<file path="src/rtl/mul_pkg.sv">
package mul_pkg;
  typedef enum logic [1:0] {
    MODE_UU   = 2'b00,
    MODE_SS   = 2'b01,
    MODE_SU   = 2'b10,
    MODE_FRAC = 2'b11
  } mul_mode_e;
endpackage

</file>
<file path="src/rtl/mul_issue.sv">
module mul_issue #(
  parameter int DATA_W = 8,
  localparam int PROD_W = 2 * DATA_W
) (
  input  logic              clk_i,
  input  logic              rst_ni,
  input  logic              start_i,
  input  mul_pkg::mul_mode_e mode_i,
  input  logic [DATA_W-1:0] op_a_i,
  input  logic [DATA_W-1:0] op_b_i,
  output logic              busy_o,
  output logic              frac_o,
  output logic [PROD_W-1:0] a_ext_o,
  output logic [PROD_W-1:0] b_ext_o
);
  import mul_pkg::*;

  logic              accept;
  logic              a_signed, b_signed;
  logic [PROD_W-1:0] a_ext_d, b_ext_d;

  assign accept   = start_i & ~busy_o;
  assign a_signed = (mode_i == MODE_SS) || (mode_i == MODE_SU);
  assign b_signed = (mode_i == MODE_SS);

  always_comb begin
    a_ext_d = {{DATA_W{a_signed & op_a_i[DATA_W-1]}}, op_a_i};
    b_ext_d = {{DATA_W{b_signed & op_b_i[DATA_W-1]}}, op_b_i};
  end

  always_ff @(posedge clk_i or negedge rst_ni) begin
    if (!rst_ni) begin
      busy_o  <= 1'b0;
      frac_o  <= 1'b0;
      a_ext_o <= '0;
      b_ext_o <= '0;
    end else begin
      busy_o <= accept;
      if (accept) begin
        frac_o  <= (mode_i == MODE_FRAC);
        a_ext_o <= a_ext_d;
        b_ext_o <= b_ext_d;
      end
    end
  end
endmodule

</file>
<file path="src/rtl/mul_pp_array.sv">
module mul_pp_array #(
  parameter int PROD_W = 16
) (
  input  logic [PROD_W-1:0] a_ext_i,
  input  logic [PROD_W-1:0] b_ext_i,
  output logic [PROD_W-1:0] raw_o
);
  // Sign-extended operands: sum of shifted rows modulo 2^PROD_W is the exact product
  logic [PROD_W-1:0] row [PROD_W];
  logic [PROD_W-1:0] acc [PROD_W+1];

  assign acc[0] = '0;

  for (genvar i = 0; i < PROD_W; i++) begin : g_row
    assign row[i]   = {PROD_W{b_ext_i[i]}} & (a_ext_i << i);
    assign acc[i+1] = acc[i] + row[i];
  end

  assign raw_o = acc[PROD_W];
endmodule

</file>
<file path="src/rtl/mul_finish.sv">
module mul_finish #(
  parameter int PROD_W = 16
) (
  input  logic              clk_i,
  input  logic              rst_ni,
  input  logic              valid_i,
  input  logic              frac_i,
  input  logic [PROD_W-1:0] raw_i,
  output logic              done_o,
  output logic [PROD_W-1:0] res_o,
  output logic              zero_o,
  output logic              carry_o
);
  logic [PROD_W-1:0] res_d;

  assign res_d = frac_i ? {raw_i[PROD_W-2:0], 1'b0} : raw_i;

  always_ff @(posedge clk_i or negedge rst_ni) begin
    if (!rst_ni) begin
      done_o  <= 1'b0;
      res_o   <= '0;
      zero_o  <= 1'b0;
      carry_o <= 1'b0;
    end else begin
      done_o <= valid_i;
      if (valid_i) begin
        res_o   <= res_d;
        zero_o  <= (res_d == '0);
        carry_o <= raw_i[PROD_W-1];
      end
    end
  end
endmodule

</file>
<file path="src/rtl/mul8x8_core.sv">
module mul8x8_core #(
  parameter int DATA_W = 8,
  localparam int PROD_W = 2 * DATA_W
) (
  input  logic              clk_i,
  input  logic              rst_ni,
  input  logic              start_i,
  input  logic [1:0]        mode_i,
  input  logic [DATA_W-1:0] op_a_i,
  input  logic [DATA_W-1:0] op_b_i,
  output logic              busy_o,
  output logic              done_o,
  output logic [DATA_W-1:0] prod_lo_o,
  output logic [DATA_W-1:0] prod_hi_o,
  output logic              zero_o,
  output logic              carry_o
);
  import mul_pkg::*;

  logic              frac_q;
  logic [PROD_W-1:0] a_ext, b_ext, raw, res;

  mul_issue #(.DATA_W(DATA_W)) u_issue (
    .clk_i   (clk_i),
    .rst_ni  (rst_ni),
    .start_i (start_i),
    .mode_i  (mul_mode_e'(mode_i)),
    .op_a_i  (op_a_i),
    .op_b_i  (op_b_i),
    .busy_o  (busy_o),
    .frac_o  (frac_q),
    .a_ext_o (a_ext),
    .b_ext_o (b_ext)
  );

  mul_pp_array #(.PROD_W(PROD_W)) u_pp (
    .a_ext_i (a_ext),
    .b_ext_i (b_ext),
    .raw_o   (raw)
  );

  mul_finish #(.PROD_W(PROD_W)) u_fin (
    .clk_i   (clk_i),
    .rst_ni  (rst_ni),
    .valid_i (busy_o),
    .frac_i  (frac_q),
    .raw_i   (raw),
    .done_o  (done_o),
    .res_o   (res),
    .zero_o  (zero_o),
    .carry_o (carry_o)
  );

  assign prod_lo_o = res[DATA_W-1:0];
  assign prod_hi_o = res[PROD_W-1:DATA_W];
endmodule

</file>
<file path="config.mk">
export PLATFORM = sky130hd
export DESIGN_NAME = mul8x8_core
export DESIGN_NICKNAME = d
export VERILOG_FILES = /design/src/rtl/mul_pkg.sv /design/src/rtl/mul_issue.sv /design/src/rtl/mul_pp_array.sv /design/src/rtl/mul_finish.sv /design/src/rtl/mul8x8_core.sv
export SDC_FILE = /design/constraint.sdc
export NUM_CORES = 1
export LEC_CHECK = 0
export BUFFER_PORTS_ARGS = -buffer_cell sky130_fd_sc_hd__buf_2
export CORE_MARGIN = 4
export CORE_UTILIZATION = 65
export CTS_BUF_LIST = sky130_fd_sc_hd__clkbuf_8
export DETAILED_ROUTE_END_ITERATION = 16
export PLACE_DENSITY = 0.86
export REMOVE_ABC_BUFFERS = 1
export SYNTH_ARGS = -nofsm -noshare
export SYNTH_HDL_FRONTEND = slang
export SYNTH_SLANG_ARGS = --single-unit
export TNS_END_PERCENT = 5
</file>
<file path="constraint.sdc">
create_clock -name clk_i -period 15.4 [get_ports clk_i]
set_input_delay 0.77 -clock clk_i [delete_from_list [all_inputs] [get_ports clk_i]]
set_output_delay 0.77 -clock clk_i [all_outputs]
set_load 0.02 [all_outputs]
</file>
Yosys cells after proc, flatten, opt, wreduce, memory -nomap -nowiden
Cells that the tools add are included.
Word-level totals
  logic and storage cells: 49
  register bits: 39
Cells by class
  bitwise logic cells: 20
  reduce and logical (&&, ||, !) cells: 2
  mux-type cells: 1
  eq/ne operators: 3
  add/subtract/negate cells: 15
Operators by type and width (count)
  bitwise AND 16 bit: 16
  adder 16 bit: 15
  zero test 16 bit: 1
  two-way mux 16 bit: 1
  == test 2 bit (second input constant): 2
  bitwise AND 1 bit: 3
  == test 2 x 1 -> 1 bit (second input constant): 1
  logical OR 1 bit: 1
  inverter 1 bit: 1

Logic depth before layout (Yosys ltp)
  word-level depth: 18
  depth in mapped cells: 19

By module
Synthesis repeated with hierarchy kept, for this count alone.
Unflattened totals
  cell total of the unflattened synthesis: 555
  area, all modules: 5560.3 µm²
Modules (own cells, without submodules)
  mul_pp_array: times used 1, cells an instance 409, area an instance 3671.0 µm²
  mul_issue: times used 1, cells an instance 62, area an instance 982.2 µm²
  mul_finish: times used 1, cells an instance 84, area an instance 907.1 µm²

Worst setup path before layout
OpenSTA, ideal clock, no wires.
  kind: reg-to-reg
  start point: register u_issue.b_ext_o[0]
  end point: register u_fin.zero_o
  slack: 9958 ps
  required time: 15336 ps
  library setup time: 64 ps
  period minus slack after synthesis: 5442 ps
  cell stages (with the launch flop): 19
  data arrival time: 5378 ps
  cell sequence: dfrtp_1 -> clkbuf_1 -> and2_1 -> fa_1 -> fa_1 -> inv_1 -> fa_1 -> fa_1 -> inv_1 -> ha_1 -> ha_1 -> ha_1 -> fa_1 -> a21o_1 -> and4_4 -> or3_4 -> a2111oi_4 -> and3_1 -> a21o_1
On the way
  word-level cells in the longest chain between the ends: 18
RTL lines
  from (decl): RTL line mul_issue.sv:14  | output logic [PROD_W-1:0] b_ext_o
  from (signal assigned): RTL line mul_issue.sv:42  | b_ext_o <= b_ext_d;
  bitwise AND 16 bit: RTL line mul_pp_array.sv:15  | assign row[i] = {PROD_W{b_ext_i[i]}} & (a_ext_i << i);
  adder 16 bit (15 in series): RTL line mul_pp_array.sv:16  | assign acc[i+1] = acc[i] + row[i];
  two-way mux 16 bit: RTL line mul_finish.sv:16  | assign res_d = frac_i ? {raw_i[PROD_W-2:0], 1'b0} : raw_i;
  zero test 16 bit: RTL line mul_finish.sv:28  | zero_o <= (res_d == '0);
  to (signal assigned): RTL line mul_finish.sv:28
  to (decl): RTL line mul_finish.sv:11  | output logic zero_o,
Every way passes these cells.
A chain may end at the register's enable or synchronous reset.

Worst setup path after layout
Same ends and word-level chain as after synthesis.

==> impl_metrics.env <==
export IMPL_dr_first_iter_drc_count=79
export IMPL_area_growth_pct=7.10
export IMPL_grt_pass1_vias=3644
export IMPL_grt_setup_unrepaired="false"
export IMPL_stdcell_count=608
export IMPL_die_x_um=94.3
export IMPL_async_flop_share_pct=100
export IMPL_crit_path_start="u_issue.b_ext_o[0]"
export IMPL_wire_per_inst_um=15.9
export IMPL_antenna_found_initial=0
export IMPL_layout_commonest_cell="inv_1"
export IMPL_finalSetupViolCount=0
export IMPL_gp_congestion=0.913
export IMPL_dr_pass1_iters=4
export IMPL_hold_viol=0
export IMPL_finalCritPeriodShare_pct=36.9
export IMPL_seq_area_frac_synth_pct=20.1
export IMPL_layout_drive_gt1_share_pct=14.9
export IMPL_numCtsBuffers=5
export IMPL_port_buffers=40
export IMPL_status="completed"
export IMPL_clkSinkCount=39
export IMPL_r2r_start="u_issue.b_ext_o[0]"
export IMPL_ctsHtreeMaxLevel=2
export IMPL_nNetsFinal=646
export IMPL_finalSetupTns_ps=0
export IMPL_via_per_inst=5.41
export IMPL_yosys_area_top_type_share_pct=30.6
export IMPL_synth_edf_count=0
export IMPL_cts_tree="yes"
export IMPL_maxSlewHeadroom_pct=29.7
export IMPL_ant_nets=0
export IMPL_start_util_pct=66.8
export IMPL_endpoint_kind="flip-flop"
export IMPL_synth_largest_area_cell="fa_1"
export IMPL_dp_hpwl_mm=8.02
export IMPL_syn_inst=486
export IMPL_dieArea_mm2=0.00890
export IMPL_vias=3290
export IMPL_worst_pin_slew_ps=1050
export IMPL_finalCriticalPeriod_ps=5690
export IMPL_synthTopCellsByArea="fa_1, dfrtp_1, ha_1, inv_1, and2_1"
export IMPL_crit_arrival_ps=5920
export IMPL_place_area_mm2=0.00507
export IMPL_clk_pin_slew_ps=80
export IMPL_core_area_mm2=0.00725
export IMPL_max_freq_mhz=176
export IMPL_synthFlopType="dfrtp_1"
export IMPL_track_usage_pct=24.1
export IMPL_grt_ovfl_total=0
export IMPL_design_area_mm2=0.00519
export IMPL_cp_start_kind="flip-flop"
export IMPL_grt_pass1_wl_mm=16.6
export IMPL_holdCritPathClass="flip-flop to flip-flop"
export IMPL_syn_area_mm2=0.00484
export IMPL_routed_wl_mm=9.64
export IMPL_root_buffer="clkbuf_8"
export IMPL_diodes=0
export IMPL_row_count=31
export IMPL_finalClockSkew_ps=8.16
export IMPL_ctsHoldBuffers=0
export IMPL_place_inst=600
export IMPL_cap_violations=0
export IMPL_ios=41
export IMPL_cts_max_path_buffers=2
export IMPL_cp_required_ps=15640
export IMPL_reg2reg_to="u_fin.zero_o"
export IMPL_yosysWarningCount=0
export IMPL_cp_max_fo=11
export IMPL_grt_max_degree=40
export IMPL_die_height_um=94.3
export IMPL_ff2ff_setup_slack_ps=9710
export IMPL_drc=0
export IMPL_slew_violations=0
export IMPL_insertion_delay_ps=300
export IMPL_ys_ff_latch=39
export IMPL_critical_path_class="flip-flop to flip-flop"
export IMPL_r2r_cells=17
export IMPL_postCtsSetupBuffers=0
export IMPL_syn_area_per_cell_um2=9.97
export IMPL_synth_distinct_cells=43
export IMPL_cts_resized=0
export IMPL_final_cell_mix="inv_1, fa_1, nand2_1"
export IMPL_crit_end="u_fin.zero_o"
## cells in the mapped netlist (all sizes together) (9+ instances only)
library cell	n
dfrtp	39
inv	88
nand2	51
clkbuf	23
mux2i	9
fa	74
o21ai	10
a21oi	16
mux2	19
and2	38
nor2	14
ha	43
xnor2	18
## stage by stage
step	hold WS (ps)	worst slack, ps	util [%]
floorplan	474	10040	-
global placement	485	9900	69.9
CTS	508	9720	71.5
finish	502	9710	71.5
detailed placement	491	9740	69.9
global route	521	9510	71.5
## how the worst min path moves through the flow
| stage | start | endpoint | slack (ps) | depth (start not counted) |
|---|---|---|---|---|
| after floorplan | rst_ni | u_fin.carry_o | 470 | 0 |
| after global placement | u_fin.res_o[9] | u_fin.res_o[9] | 490 | 1 |
| after detailed placement | u_fin.res_o[10] | u_fin.res_o[10] | 490 | 1 |
| after CTS | u_fin.res_o[10] | u_fin.res_o[10] | 510 | 1 |
| after global routing | u_fin.res_o[9] | u_fin.res_o[9] | 520 | 1 |
| final | u_fin.res_o[10] | u_fin.res_o[10] | 500 | 1 |
## registers in the layout, summed over array words and instances (netlist names)
name	count
u_fin.res_o	16
u_issue.a_ext_o	9
u_issue.b_ext_o	9
u_fin.carry_o	1
u_fin.done_o	1
u_fin.zero_o	1
u_issue.busy_o	1
u_issue.frac_o	1
## cell type report
cell class	instances	area, um2
multi-input combinational	332	3430
fill	574	2060
sequential	39	976
inverter	89	334
timing repair buffer	41	208
tap	99	124
clock buffer	6	82.6
clock inverter	2	35.0
## cell families after synthesis
| group | synth area share (%) |
|---|---|
| adders and majority gates | 41.7 |
| muxes | 6.28 |
| buffers and inverters | 9.12 |
| AOI/OAI and AO/OA | 5.01 |
| xor gates and xnor gates | 4.67 |
| DFF | 20.1 |
| and+or+nand+nor | 13.1 |
## metal layers
layer	track usage [%]	part of all wire, %
met5	0	0
met4	8.54	2.3
met3	3.90	4.7
met2	43.9	54
met1	28.9	39
## critical path: stages (launching register included)
cell and delay, ps:
dfrtp_1 500, and2_1 230, fa_1 500, fa_1 550
inv_1 50, fa_1 500, fa_1 540, inv_1 40
ha_1 280, ha_1 320, ha_1 250, fa_1 420
a21o_1 230, and4_4 200, or3_4 340, a2111oi_4 370
and3_1 200, a21o_1 110
Power is not shown: default switching activity piles up to over one toggle a cycle in this logic, so the estimate is an artifact.
